$ cat src/rtl/ocp_fault_pkg.sv
package ocp_fault_pkg;

    typedef enum logic [2:0] {
        ST_ON,
        ST_SEVERE,
        ST_RETRY,
        ST_HOT,
        ST_DEB,
        ST_LATCH
    } ocp_state_e;

    localparam logic [1:0] MODE_LATCH = 2'b00;
    localparam logic [1:0] MODE_RETRY = 2'b01;

    localparam int RETRY_RATIO = 30;

    function automatic int max3(input int a, input int b, input int c);
        int m;
        m = (a > b) ? a : b;
        return (m > c) ? m : c;
    endfunction

endpackage

$ cat src/rtl/ocp_blank_timer.sv
module ocp_blank_timer #(
    parameter int LIMIT = 24,
    localparam int W = $clog2(LIMIT + 1)
) (
    input  logic clk,
    input  logic rst_n,
    input  logic inc_i,
    input  logic clr_i,
    output logic expire_o
);

    typedef struct packed {
        logic [W-1:0] cnt;
    } blank_st_t;

    blank_st_t st_d, st_q;

    assign expire_o = inc_i && (st_q.cnt == W'(LIMIT - 1));

    always_comb begin
        st_d = st_q;
        if (clr_i) begin
            st_d.cnt = '0;
        end else if (inc_i) begin
            st_d.cnt = expire_o ? '0 : st_q.cnt + W'(1);
        end
    end

    always_ff @(posedge clk or negedge rst_n) begin
        if (!rst_n) begin
            st_q <= '0;
        end else begin
            st_q <= st_d;
        end
    end

endmodule

$ cat src/rtl/ocp_delay_timer.sv
module ocp_delay_timer #(
    parameter int W = 8
) (
    input  logic         clk,
    input  logic         rst_n,
    input  logic         run_i,
    input  logic [W-1:0] limit_i,
    output logic         done_o
);

    typedef struct packed {
        logic [W-1:0] cnt;
    } dly_st_t;

    dly_st_t st_d, st_q;

    assign done_o = run_i && (st_q.cnt == limit_i - W'(1));

    always_comb begin
        st_d = st_q;
        if (!run_i || done_o) begin
            st_d.cnt = '0;
        end else begin
            st_d.cnt = st_q.cnt + W'(1);
        end
    end

    always_ff @(posedge clk or negedge rst_n) begin
        if (!rst_n) begin
            st_q <= '0;
        end else begin
            st_q <= st_d;
        end
    end

endmodule

$ cat src/rtl/ocp_fault_flag.sv
module ocp_fault_flag #(
    parameter int N = 6
) (
    input  logic         clk,
    input  logic         rst_n,
    input  logic [N-1:0] cond_i,
    output logic         fault_o
);

    typedef struct packed {
        logic flag;
    } flag_st_t;

    flag_st_t st_d, st_q;

    always_comb begin
        st_d      = st_q;
        st_d.flag = |cond_i;
    end

    always_ff @(posedge clk or negedge rst_n) begin
        if (!rst_n) begin
            st_q <= '0;
        end else begin
            st_q <= st_d;
        end
    end

    assign fault_o = st_q.flag;

endmodule

$ cat src/rtl/ocp_fault_ctrl.sv
module ocp_fault_ctrl
    import ocp_fault_pkg::*;
#(
    parameter int BLANK_TICKS    = 24,
    parameter int RESTART_TICKS  = 8,
    parameter int DEBOUNCE_TICKS = 12,
    localparam int RETRY_TICKS   = RETRY_RATIO * BLANK_TICKS,
    localparam int MAX_TICKS     = max3(RETRY_TICKS, RESTART_TICKS, DEBOUNCE_TICKS),
    localparam int TW            = $clog2(MAX_TICKS + 1)
) (
    input  logic       clk,
    input  logic       rst_n,
    input  logic [1:0] mode_i,
    input  logic       at_limit_i,
    input  logic       severe_i,
    input  logic       drop_hi_i,
    input  logic       over_temp_i,
    input  logic       cooled_i,
    input  logic       rev_trip_i,
    input  logic       iset_fault_i,
    input  logic       uv_i,
    input  logic       ov_i,
    input  logic       en_toggle_i,
    input  logic       in_cycle_i,
    output logic       sw_en_o,
    output logic       fault_o
);

    typedef struct packed {
        ocp_state_e state;
    } ctrl_st_t;

    ctrl_st_t st_d, st_q;

    ocp_state_e    cur_state;
    logic          is_latch_mode;
    logic          is_retry_mode;
    logic          blank_inc;
    logic          blank_clr;
    logic          blank_expire;
    logic          tmr_run;
    logic [TW-1:0] tmr_limit;
    logic          tmr_done;

    assign cur_state     = st_q.state;
    assign is_latch_mode = (mode_i == MODE_LATCH);
    assign is_retry_mode = (mode_i == MODE_RETRY);

    // blanking window counts overload cycles only while conducting, and
    // only for the policies that act on its expiry
    assign blank_inc = (cur_state == ST_ON) && (at_limit_i || severe_i) && !mode_i[1];
    // the severe restart interval keeps the count so repeated trips accumulate
    assign blank_clr = !blank_inc && (cur_state != ST_SEVERE);

    ocp_blank_timer #(
        .LIMIT (BLANK_TICKS)
    ) u_blank (
        .clk      (clk),
        .rst_n    (rst_n),
        .inc_i    (blank_inc),
        .clr_i    (blank_clr),
        .expire_o (blank_expire)
    );

    always_comb begin
        case (cur_state)
            ST_SEVERE: tmr_limit = TW'(RESTART_TICKS);
            ST_RETRY:  tmr_limit = TW'(RETRY_TICKS);
            default:   tmr_limit = TW'(DEBOUNCE_TICKS);
        endcase
    end

    assign tmr_run = (cur_state == ST_SEVERE) || (cur_state == ST_RETRY) ||
                     (cur_state == ST_DEB);

    ocp_delay_timer #(
        .W (TW)
    ) u_delay (
        .clk     (clk),
        .rst_n   (rst_n),
        .run_i   (tmr_run),
        .limit_i (tmr_limit),
        .done_o  (tmr_done)
    );

    ocp_fault_flag #(
        .N (6)
    ) u_flag (
        .clk     (clk),
        .rst_n   (rst_n),
        .cond_i  ({drop_hi_i, rev_trip_i, over_temp_i, iset_fault_i, uv_i, ov_i}),
        .fault_o (fault_o)
    );

    always_comb begin
        st_d = st_q;
        case (cur_state)
            ST_ON: begin
                if (over_temp_i) begin
                    st_d.state = is_latch_mode ? ST_LATCH : ST_HOT;
                end else if (blank_expire) begin
                    st_d.state = is_latch_mode ? ST_LATCH : ST_RETRY;
                end else if (severe_i) begin
                    st_d.state = ST_SEVERE;
                end
            end
            ST_SEVERE, ST_RETRY, ST_DEB: begin
                if (tmr_done) begin
                    st_d.state = ST_ON;
                end
            end
            ST_HOT: begin
                if (is_latch_mode) begin
                    st_d.state = ST_LATCH;
                end else if (cooled_i) begin
                    st_d.state = is_retry_mode ? ST_RETRY : ST_DEB;
                end
            end
            ST_LATCH: begin
                if (en_toggle_i || in_cycle_i) begin
                    st_d.state = ST_ON;
                end
            end
            default: st_d.state = ST_LATCH;
        endcase
    end

    always_ff @(posedge clk or negedge rst_n) begin
        if (!rst_n) begin
            st_q.state <= ST_ON;
        end else begin
            st_q <= st_d;
        end
    end

    assign sw_en_o = (cur_state == ST_ON);

endmodule

$ cat config.mk
export PLATFORM = sky130hd
export DESIGN_NAME = ocp_fault_ctrl
export DESIGN_NICKNAME = d
export VERILOG_FILES = /design/src/rtl/ocp_fault_pkg.sv /design/src/rtl/ocp_blank_timer.sv /design/src/rtl/ocp_delay_timer.sv /design/src/rtl/ocp_fault_flag.sv /design/src/rtl/ocp_fault_ctrl.sv
export SDC_FILE = /design/constraint.sdc
export NUM_CORES = 1
export LEC_CHECK = 0
export BUFFER_PORTS_ARGS = -buffer_cell sky130_fd_sc_hd__buf_2
export CAP_MARGIN = 40
export CORE_MARGIN = 3
export CORE_UTILIZATION = 50
export CTS_CLUSTER_SIZE = 40
export DETAILED_ROUTE_END_ITERATION = 6
export PLACE_DENSITY = 0.74
export SETUP_SLACK_MARGIN = 0.3
export SYNTH_ARGS = -nofsm -noshare
export SYNTH_HDL_FRONTEND = slang
export SYNTH_SLANG_ARGS = --single-unit
$ cat constraint.sdc
create_clock -name clk -period 2.5 [get_ports clk]
set_clock_uncertainty 0.05 [all_clocks]
set_input_delay 0.75 -clock clk [delete_from_list [all_inputs] [get_ports clk]]
set_output_delay 0.75 -clock clk [all_outputs]
set_load 0.1 [all_outputs]
==> results of run 1 <==
[repair_timing]
item | in CTS | in global routing
endpoints found under the setup margin | 14 | 14
setup buffers | 6 | 0
gates cloned | 1 | 0
hold buffers | 0 | 0
resized for setup | 12 | 9
pin swaps | 14 | 3
[sequential cells by signal, summed over array words and instances (netlist names)]
register        flops
cur_state           3
u_blank.st_q        5
u_delay.st_q       10
u_flag.fault_o      1
[worst max-delay path, delay by kind of cell (launching register included)]
kind,cells,cell delay (ns)
AO/OA/AOI/OAI,2,0.33
XOR/XNOR,1,0.06
adder cells (fa/ha/maj),1,0.29
buffers and inverters,1,0.17
flip-flops,1,0.42
AND/OR/NAND/NOR,3,0.99
[where the power goes]
group	internal, mW	total (mW)	switching, mW
Combinational	0.433	0.936	0.503
Clock	0.0612	0.170	0.108
Sequential	0.407	0.515	0.109
[per-layer routing]
metal / vias to the layer above / GRT usage, %
met2: 35 / 31.3
met1: 478 / 24.2
met3: 9 / 6.43
met4: 0 / 8.10
li1: 509 / -
met5: - / 0
[worst paths after layout]
check / start / to / slack [ns] / cells past startpoint
min in group clk: u_delay.st_q[0] / u_delay.st_q[0] / 0.45 / 1
max reg2reg: cur_state[0] / cur_state[0] / 0.11 / 8
max: cur_state[0] / cur_state[0] / 0.11 / 8
min reg2reg: u_delay.st_q[0] / u_delay.st_q[0] / 0.45 / 1
min: rst_n / cur_state[0] / 0.31 / 1
max in group asynchronous: rst_n / u_blank.st_q[3] / 1.79 / 1
[synthesized netlist by cell type, types with 2 or more instances]
cell | n | area, µm²
sky130_fd_sc_hd__xor2_1 | 8 | 70.1
sky130_fd_sc_hd__or3_1 | 2 | 12.5
sky130_fd_sc_hd__xnor2_1 | 7 | 61.3
sky130_fd_sc_hd__dfrtp_1 | 19 | 475
sky130_fd_sc_hd__a41oi_1 | 2 | 17.5
sky130_fd_sc_hd__a21oi_1 | 5 | 25.0
sky130_fd_sc_hd__buf_6 | 2 | 22.5
sky130_fd_sc_hd__nand2_1 | 10 | 37.5
sky130_fd_sc_hd__nand3_1 | 4 | 20.0
sky130_fd_sc_hd__and3_1 | 3 | 18.8
sky130_fd_sc_hd__o21ai_0 | 9 | 45.0
sky130_fd_sc_hd__nor3_1 | 2 | 10.0
sky130_fd_sc_hd__ha_1 | 3 | 37.5
sky130_fd_sc_hd__nand4_1 | 2 | 12.5
sky130_fd_sc_hd__nor2_1 | 20 | 75.1
sky130_fd_sc_hd__inv_1 | 5 | 18.8
sky130_fd_sc_hd__mux2_1 | 2 | 22.5
[cell families after synthesis]
logic type               synth area share (%)
adder cells (fa/ha/maj)                  3.12
buffers and inverters                    4.15
flip-flops                               39.5
XOR/XNOR                                 10.9
multiplexers                             3.74
AO/OA/AOI/OAI                            12.1
other                                   0.311
AND/OR/NAND/NOR                          26.2
[area by class of cell]
cell class	count	area, µm²
multi-input combinational	100	766
fill	182	714
sequential	19	475
timing repair buffer	29	211
tap	28	35.0
clock buffer	3	22.5
inverter	5	22.5
clock inverter	1	7.51
==> flow_metrics.env, run 1 <==
export IMPL_synthDistinctLibCells=40
export IMPL_finalCoreUtilization_pct=68.3
export IMPL_leakagePower_nw=0.654
export IMPL_postPlaceCellArea_um2=1370
export IMPL_timing_worst_setup_path_type="reg -> reg"
export IMPL_yosys_warnings=0
export IMPL_ctsLongestPathBuffers=2
export IMPL_die_w_um=55.1
export IMPL_outcome="finished clean"
export IMPL_place_worst_setup_slack_ns=0.120
export IMPL_synth_enable_flop_cells=0
export IMPL_post_route_cell_area_um2=1540
export IMPL_wl_met2_um=1250
export IMPL_final_cell_mix="sky130_fd_sc_hd__dfrtp_1, sky130_fd_sc_hd__buf_2, sky130_fd_sc_hd__nor2_1, sky130_fd_sc_hd__nand2_1"
export IMPL_timing_critical_path_cells="or3b_4 -> ha_4 -> xor2_2 -> nor3_2 -> buf_4 -> a41oi_4 -> or3_1 -> a32oi_1"
export IMPL_cts_bufs_inserted=3
export IMPL_worst_hold_check_slack_ns=0.305
export IMPL_cts_htree_levels=1
export IMPL_crit_path_max_fanout=2
export IMPL_critical_path_slowest_cell="sky130_fd_sc_hd__or3b_4"
export IMPL_design_power_total_mw=1.62
export IMPL_timing_critical_path_slowest_cell_delay_ns=0.43
export IMPL_area_growth_syn_to_layout_pct=27.8
export IMPL_first_global_vias=978
export IMPL_post_route_worst_setup_slack_ns=0.112
export IMPL_rsz0062_at_grt="true"
export IMPL_clk_insertion_delay_late_ns=0.31
export IMPL_place_inst=174
export IMPL_yosysSeqAreaShare_pct=39.5
export IMPL_flip_flop_cell_with_the_highest_count_after_synthesis="sky130_fd_sc_hd__dfrtp_1"
export IMPL_antenna_violating_nets_post_route=0
export IMPL_row_count=17
export IMPL_detailroute_via_count=1031
export IMPL_avgViaCountPerCell=5.57
export IMPL_syn_instance_count=128
export IMPL_port_buffers=16
export IMPL_routedWlPerCell_um=14.4
export IMPL_place_congestion=0.799
export IMPL_synth_nets=146
export IMPL_wl_met3_um=172
export IMPL_power_density_nw_per_um2=1050
export IMPL_core_area_um2=2250
export IMPL_dr_pass1_iters=4
export IMPL_half_perimeter_wire_length_after_placement_um=1820
export IMPL_final_layout_size_suffix_gt1_share_pct=36.9
export IMPL_final_max_slew_viol_count=0
export IMPL_floorplan_die_area_um2=3030
export IMPL_clockRootBuffer="sky130_fd_sc_hd__clkbuf_4"
export IMPL_initial_core_util_pct=53.4
export IMPL_hold_viol_final=0
export IMPL_dieHeight_um=55.1
export IMPL_leading_cell_type_in_the_layout_fill_and_taps_excluded="sky130_fd_sc_hd__dfrtp_1"
export IMPL_grt_max_degree=20
export IMPL_number_of_top_level_pins=17
export IMPL_grt_pass1_wl_um=4170
export IMPL_nNetsFinal=176
export IMPL_irDropWorstVdd_mv=0.702
export IMPL_min_period_over_period_pct=95.5
export IMPL_wl_um=2660
export IMPL_clk_pin_slew_ns=0.12
export IMPL_grt_overflow_total=0
export IMPL_async_flop_share_pct=100
export IMPL_clkSinkCount=19
export IMPL_timing_critical_path_to_type="flip-flop"
export IMPL_number_of_violations_reported_at_the_end_of_detailed_routing_iteration_0=11
export IMPL_num_antenna_cells=0
export IMPL_drv_cap=0
export IMPL_final_cells=185
export IMPL_required_ns=2.69
export IMPL_crit_arrival_ns=2.57
export IMPL_timing_critical_path_from_type="flip-flop"
export IMPL_finalSetupViolCount=0
export IMPL_tns_ns=0
export IMPL_min_delay_path_class="in -> async"
export IMPL_routedLengthMet1_um=1170
export IMPL_fmax_mhz=419
export IMPL_post_synthesis_cell_area_um2=1200
export IMPL_grt_usage_pct=19.6
export IMPL_drt_drc_violations_left=0
export IMPL_grt_antenna_before_repair=0
export IMPL_ys_seq_elements=19
export IMPL_cts_tree="built"
export IMPL_min_period_ns=2.39
export IMPL_synthesis_area_per_instance_um2=9.41
export IMPL_top_signal_layer_used="met4"
Note: power is estimated with default switching activity, not from simulation.
==> inputs of run 2 (changes only) <==
Settings changed: PLACE_DENSITY 0.74 to 0.76.
==> flow_metrics.env, run 2 (synthesized netlist as in run 1, its figures left out) <==
export IMPL_outcome="finished clean"
export IMPL_fmax_mhz=419
export IMPL_grt_usage_pct=18.5
export IMPL_timing_critical_path_to_type="flip-flop"
export IMPL_worst_hold_check_slack_ns=0.314
export IMPL_number_of_violations_reported_at_the_end_of_detailed_routing_iteration_0=22
export IMPL_row_count=17
export IMPL_drv_cap=0
export IMPL_min_period_over_period_pct=95.4
export IMPL_final_layout_size_suffix_gt1_share_pct=30.1
export IMPL_critical_path_slowest_cell="sky130_fd_sc_hd__or3b_4"
export IMPL_grt_pass1_wl_um=3960
export IMPL_crit_path_max_fanout=2
export IMPL_rr_endpoint="cur_state[0]"
export IMPL_rsz0062_at_grt="true"
export IMPL_largest_register="u_delay.st_q"
export IMPL_crit_arrival_ns=2.56
export IMPL_min_delay_path_class="in -> async"
export IMPL_wl_um=2680
export IMPL_cts_bufs_inserted=3
export IMPL_dr_pass1_iters=4
export IMPL_nNetsFinal=175
export IMPL_clk_pin_slew_ns=0.12
export IMPL_timing_critical_path_from_type="flip-flop"
export IMPL_grt_max_degree=20
export IMPL_ctsLongestPathBuffers=2
export IMPL_power_density_nw_per_um2=1030
export IMPL_final_cell_mix="sky130_fd_sc_hd__nor2_1, sky130_fd_sc_hd__dfrtp_1, sky130_fd_sc_hd__buf_2, sky130_fd_sc_hd__nand2_1, sky130_fd_sc_hd__o21ai_0"
export IMPL_cpLargestDelayFamily="simple AND/OR/NAND/NOR gates"
export IMPL_final_max_slew_viol_count=0
export IMPL_half_perimeter_wire_length_after_placement_um=1810
export IMPL_crit_reg2reg_launch="cur_state[2]"
export IMPL_final_cells=184
export IMPL_path_buf_inv=1
export IMPL_number_of_top_level_pins=17
export IMPL_dieHeight_um=55.1
export IMPL_antenna_violating_nets_post_route=0
export IMPL_timing_critical_path_slowest_cell_delay_ns=0.42
export IMPL_min_period_ns=2.39
export IMPL_floorplan_die_area_um2=3030
export IMPL_post_cts_hold_buffer_count=0
export IMPL_first_global_vias=956
export IMPL_place_inst=173
export IMPL_clkSinkCount=19
export IMPL_clk_insertion_delay_late_ns=0.30
export IMPL_required_ns=2.67
export IMPL_die_w_um=55.1
export IMPL_place_worst_setup_slack_ns=0.0703
export IMPL_post_route_cell_area_um2=1500
export IMPL_leading_cell_type_in_the_layout_fill_and_taps_excluded="sky130_fd_sc_hd__nor2_1"
export IMPL_reg2regPathDepth=8
export IMPL_avgViaCountPerCell=5.63
export IMPL_cts_tree="built"
export IMPL_core_area_um2=2250
export IMPL_irDropWorstVdd_mv=0.697
export IMPL_cts_htree_levels=1
export IMPL_finalSetupViolCount=0
export IMPL_grt_overflow_total=0
export IMPL_tns_ns=0
export IMPL_place_congestion=0.836
export IMPL_finalCoreUtilization_pct=66.6
export IMPL_postPlaceCellArea_um2=1360
export IMPL_initial_core_util_pct=53.4
export IMPL_clockRootBuffer="sky130_fd_sc_hd__clkbuf_4"
export IMPL_largest_register_ffs=10
export IMPL_leakagePower_nw=0.663
export IMPL_post_route_worst_setup_slack_ns=0.114
export IMPL_area_growth_syn_to_layout_pct=24.7
export IMPL_port_buffers=16
export IMPL_hold_viol_final=0
export IMPL_num_antenna_cells=0
export IMPL_detailroute_via_count=1036
export IMPL_routedWlPerCell_um=14.6
export IMPL_design_power_total_mw=1.54
export IMPL_timing_worst_setup_path_type="reg -> reg"
export IMPL_cp_startpoint="cur_state[2]"
export IMPL_reg2reg_slack_ns=0.11
export IMPL_drt_drc_violations_left=0
export IMPL_grt_antenna_before_repair=0
export IMPL_worstSetupPathDepth=8
export IMPL_timing_critical_path_cells="or3b_4 -> ha_4 -> xor2_2 -> nor3_4 -> buf_6 -> a41oi_4 -> or3_1 -> a32oi_1"
run 2: changes by cell type in the layout (fill, tap and decap cells not counted), moves of 2 or more:
| cell | change |
|---|---|
| sky130_fd_sc_hd__nor2_1 | +9 |
| sky130_fd_sc_hd__xor2_1 | +2 |
| sky130_fd_sc_hd__xor2_2 | -2 |
| sky130_fd_sc_hd__nor2_2 | -9 |
run 2: what timing repair did:
| item | CTS | global route |
|---|---|---|
| gates resized for setup | 3 | 8 |
| pin swaps | 4 | 2 |
| buffers inserted | 5 | 2 |
| setup endpoints to repair | 14 | 14 |
run 2: report_power, final:
| group | internal (mW) | switching [mW] |
|---|---|---|
| clock network | 0.0597 | 0.0993 |
| logic | 0.394 | 0.479 |
| registers | 0.407 | 0.102 |
run 2: area by class of cell:
type / count / area (µm²)
Sequential cell: 19 / 475
Fill cell: 186 / 752
Tap cell: 28 / 35.0
Multi-Input combinational cell: 100 / 742
Clock buffer: 3 / 22.5
Clock inverter: 1 / 5.00
Timing Repair Buffer: 28 / 200
Inverter: 5 / 22.5
run 2: worst max-delay path by stage:
stage / slack [ns] / to
global placement: 0.11 / cur_state[2]
finish: 0.11 / cur_state[0]
global route: 0.05 / cur_state[0]
detailed placement: 0.07 / cur_state[2]
floorplan: 0.33 / cur_state[1]
CTS: 0.15 / sw_en_o
run 2: per-layer routing:
layer / part of all wire, % / vias to the layer above / GRT usage [%]
met5: 0 / - / 0
met4: 2.9 / 0 / 12.1
met3: 4.4 / 9 / 3.22
met2: 49 / 26 / 30.1
met1: 44 / 500 / 22.3
li1: - / 501 / -
==> inputs of run 3 (changes only) <==
Settings changed: CELL_PAD_IN_SITES_DETAIL_PLACEMENT set to 1, CELL_PAD_IN_SITES_GLOBAL_PLACEMENT set to 1, CORE_UTILIZATION 50 to 39, PLACE_DENSITY 0.76 to 0.77.
Clock period 2.5 ns to 2 ns, I/O delays scaled along.
==> flow_metrics.env, run 3 (synthesized netlist as in run 1, its figures left out) <==
export IMPL_filler_cells_inserted=340
export IMPL_initial_core_util_pct=42.2
export IMPL_first_global_vias=1162
export IMPL_crit_path_max_fanout=3
export IMPL_detailroute_via_count=1089
export IMPL_failed_checks="negative setup slack"
export IMPL_place_inst=196
export IMPL_core_area_um2=2850
export IMPL_timing_critical_path_cells="or3b_4 -> ha_4 -> xor2_2 -> nor3_2 -> nand3_1 -> a211oi_4 -> mux2_1"
export IMPL_nNetsFinal=191
export IMPL_leading_cell_type_in_the_layout_fill_and_taps_excluded="sky130_fd_sc_hd__buf_4"
export IMPL_grt_pass1_wl_um=5090
export IMPL_routedWlPerCell_um=15.6
export IMPL_finalSetupViolCount=14
export IMPL_min_period_ns=2.33
export IMPL_post_route_worst_setup_slack_ns=-0.331
export IMPL_reg2regPathDepth=7
export IMPL_num_antenna_cells=0
export IMPL_min_period_over_period_pct=117
export IMPL_irDropWorstVdd_mv=0.620
export IMPL_reg2reg_slack_ns=-0.33
export IMPL_drv_cap=0
export IMPL_grt_overflow_total=0
export IMPL_grt_antenna_before_repair=0
export IMPL_timing_critical_path_from_type="flip-flop"
export IMPL_final_cell_mix="sky130_fd_sc_hd__buf_4, sky130_fd_sc_hd__dfrtp_1, sky130_fd_sc_hd__nor2_1, sky130_fd_sc_hd__buf_2, sky130_fd_sc_hd__nand2_1"
export IMPL_clk_pin_slew_ns=0.12
export IMPL_floorplan_die_area_um2=3790
export IMPL_outcome="finished with violations"
export IMPL_ctsLongestPathBuffers=2
export IMPL_largest_register="u_delay.st_q"
export IMPL_avgViaCountPerCell=5.36
export IMPL_post_route_cell_area_um2=1650
export IMPL_antenna_violating_nets_post_route=0
export IMPL_final_max_slew_viol_count=0
export IMPL_half_perimeter_wire_length_after_placement_um=2400
export IMPL_row_count=19
export IMPL_required_ns=2.14
export IMPL_fmax_mhz=429
export IMPL_timing_critical_path_slowest_cell_delay_ns=0.42
export IMPL_crit_arrival_ns=2.47
export IMPL_postPlaceCellArea_um2=1520
export IMPL_leakagePower_nw=0.735
export IMPL_timing_worst_setup_path_type="reg -> reg"
export IMPL_hold_viol_final=0
export IMPL_clkSinkCount=19
export IMPL_critical_path_slowest_cell="sky130_fd_sc_hd__or3b_4"
export IMPL_post_cts_hold_buffer_count=0
export IMPL_number_of_top_level_pins=17
export IMPL_place_congestion=0.933
export IMPL_cts_htree_levels=1
export IMPL_tns_ns=-3.86
export IMPL_drt_drc_violations_left=0
export IMPL_cp_startpoint="cur_state[0]"
export IMPL_power_density_nw_per_um2=1310
export IMPL_dieHeight_um=61.6
export IMPL_rsz0062_at_grt="true"
export IMPL_cts_bufs_inserted=3
export IMPL_final_layout_size_suffix_gt1_share_pct=41.9
export IMPL_cts_tree="built"
export IMPL_design_power_total_mw=2.17
export IMPL_timing_critical_path_to_type="flip-flop"
export IMPL_number_of_violations_reported_at_the_end_of_detailed_routing_iteration_0=47
export IMPL_clockRootBuffer="sky130_fd_sc_hd__clkbuf_4"
export IMPL_clk_insertion_delay_late_ns=0.29
export IMPL_critical_path_endpoint="cur_state[1]"
export IMPL_grt_max_degree=20
export IMPL_place_worst_setup_slack_ns=-0.394
export IMPL_min_delay_path_class="in -> async"
export IMPL_crit_reg2reg_launch="cur_state[0]"
export IMPL_port_buffers=16
export IMPL_area_growth_syn_to_layout_pct=37.2
export IMPL_wl_um=3160
export IMPL_dr_pass1_iters=4
export IMPL_largest_register_ffs=10
export IMPL_final_cells=203
export IMPL_grt_usage_pct=18.2
export IMPL_die_w_um=61.6
export IMPL_rr_endpoint="cur_state[1]"
-- run 3: changes by cell type in the layout (fill, tap and decap cells not counted), moves of 2 or more --
cell	change
sky130_fd_sc_hd__nor2_1	-6
sky130_fd_sc_hd__o21ai_0	-3
sky130_fd_sc_hd__nor3_2	+2
sky130_fd_sc_hd__nor2_4	+2
sky130_fd_sc_hd__buf_4	+17
sky130_fd_sc_hd__o21ai_1	+2
sky130_fd_sc_hd__nor2_2	+4
sky130_fd_sc_hd__a41oi_2	+2
-- run 3: cell type report --
type                    count  area [µm²]  share of cell area (%)
flip-flops and latches     19         475                    28.8
well taps                  31        38.8                    2.35
repair buffers             44         323                    19.5
clock inverters             1        5.00                   0.303
inverters                   5        22.5                    1.36
multi-input cells         100         766                    46.3
clock buffers               3        22.5                    1.36
-- run 3: worst min path at each step --
stage,from,endpoint,cells past startpoint
finish,rst_n,cur_state[2],1
global route,rst_n,cur_state[2],1
CTS,rst_n,cur_state[2],1
detailed placement,u_blank.st_q[4],u_blank.st_q[4],1
global placement,u_blank.st_q[4],u_blank.st_q[4],1
floorplan,rst_n,cur_state[0],0
-- run 3: power by group --
part           leakage [nW]  internal (mW)  switching, mW
registers             0.243          0.508          0.102
clock network        0.0177         0.0743          0.124
logic                 0.475          0.659          0.703
total                 0.735           1.24          0.930
-- run 3: routing by layer --
| metal | part of all wire (%) | vias to the layer above | routed length (µm) | track usage [%] |
|---|---|---|---|---|
| li1 | - | 538 | - | - |
| met1 | 41 | 533 | 1290 | 20.9 |
| met2 | 55 | 12 | 1740 | 33.9 |
| met3 | 2.4 | 6 | 75 | 2.31 |
| met4 | 1.6 | 0 | 49 | 6.36 |
| met5 | 0 | - | 0 | 0 |
-- run 3: critical path, delay by kind of cell (launching register included) --
family / cells / cell delay, ns
AND/OR/NAND/NOR: 3 / 0.79
AO/OA/AOI/OAI: 1 / 0.28
XOR/XNOR: 1 / 0.07
multiplexers: 1 / 0.35
flip-flops: 1 / 0.40
adder cells (fa/ha/maj): 1 / 0.29
-- run 3: stage by stage --
stage | utilization, % | hold WS [ns]
2_1_floorplan | - | 0.254
3_3_place_gp | 53.4 | 0.426
3_5_place_dp | 53.4 | 0.441
4_1_cts | 56.8 | 0.185
5_1_grt | 57.9 | 0.195
6_report | 57.9 | 0.175
-- run 3: what timing repair did --
item | CTS | global route
endpoints found under the setup margin | 20 | 18
gates resized for setup | 16 | 7
setup buffers | 1 | 1
gates cloned | 1 | 0
pin swaps | 14 | 1
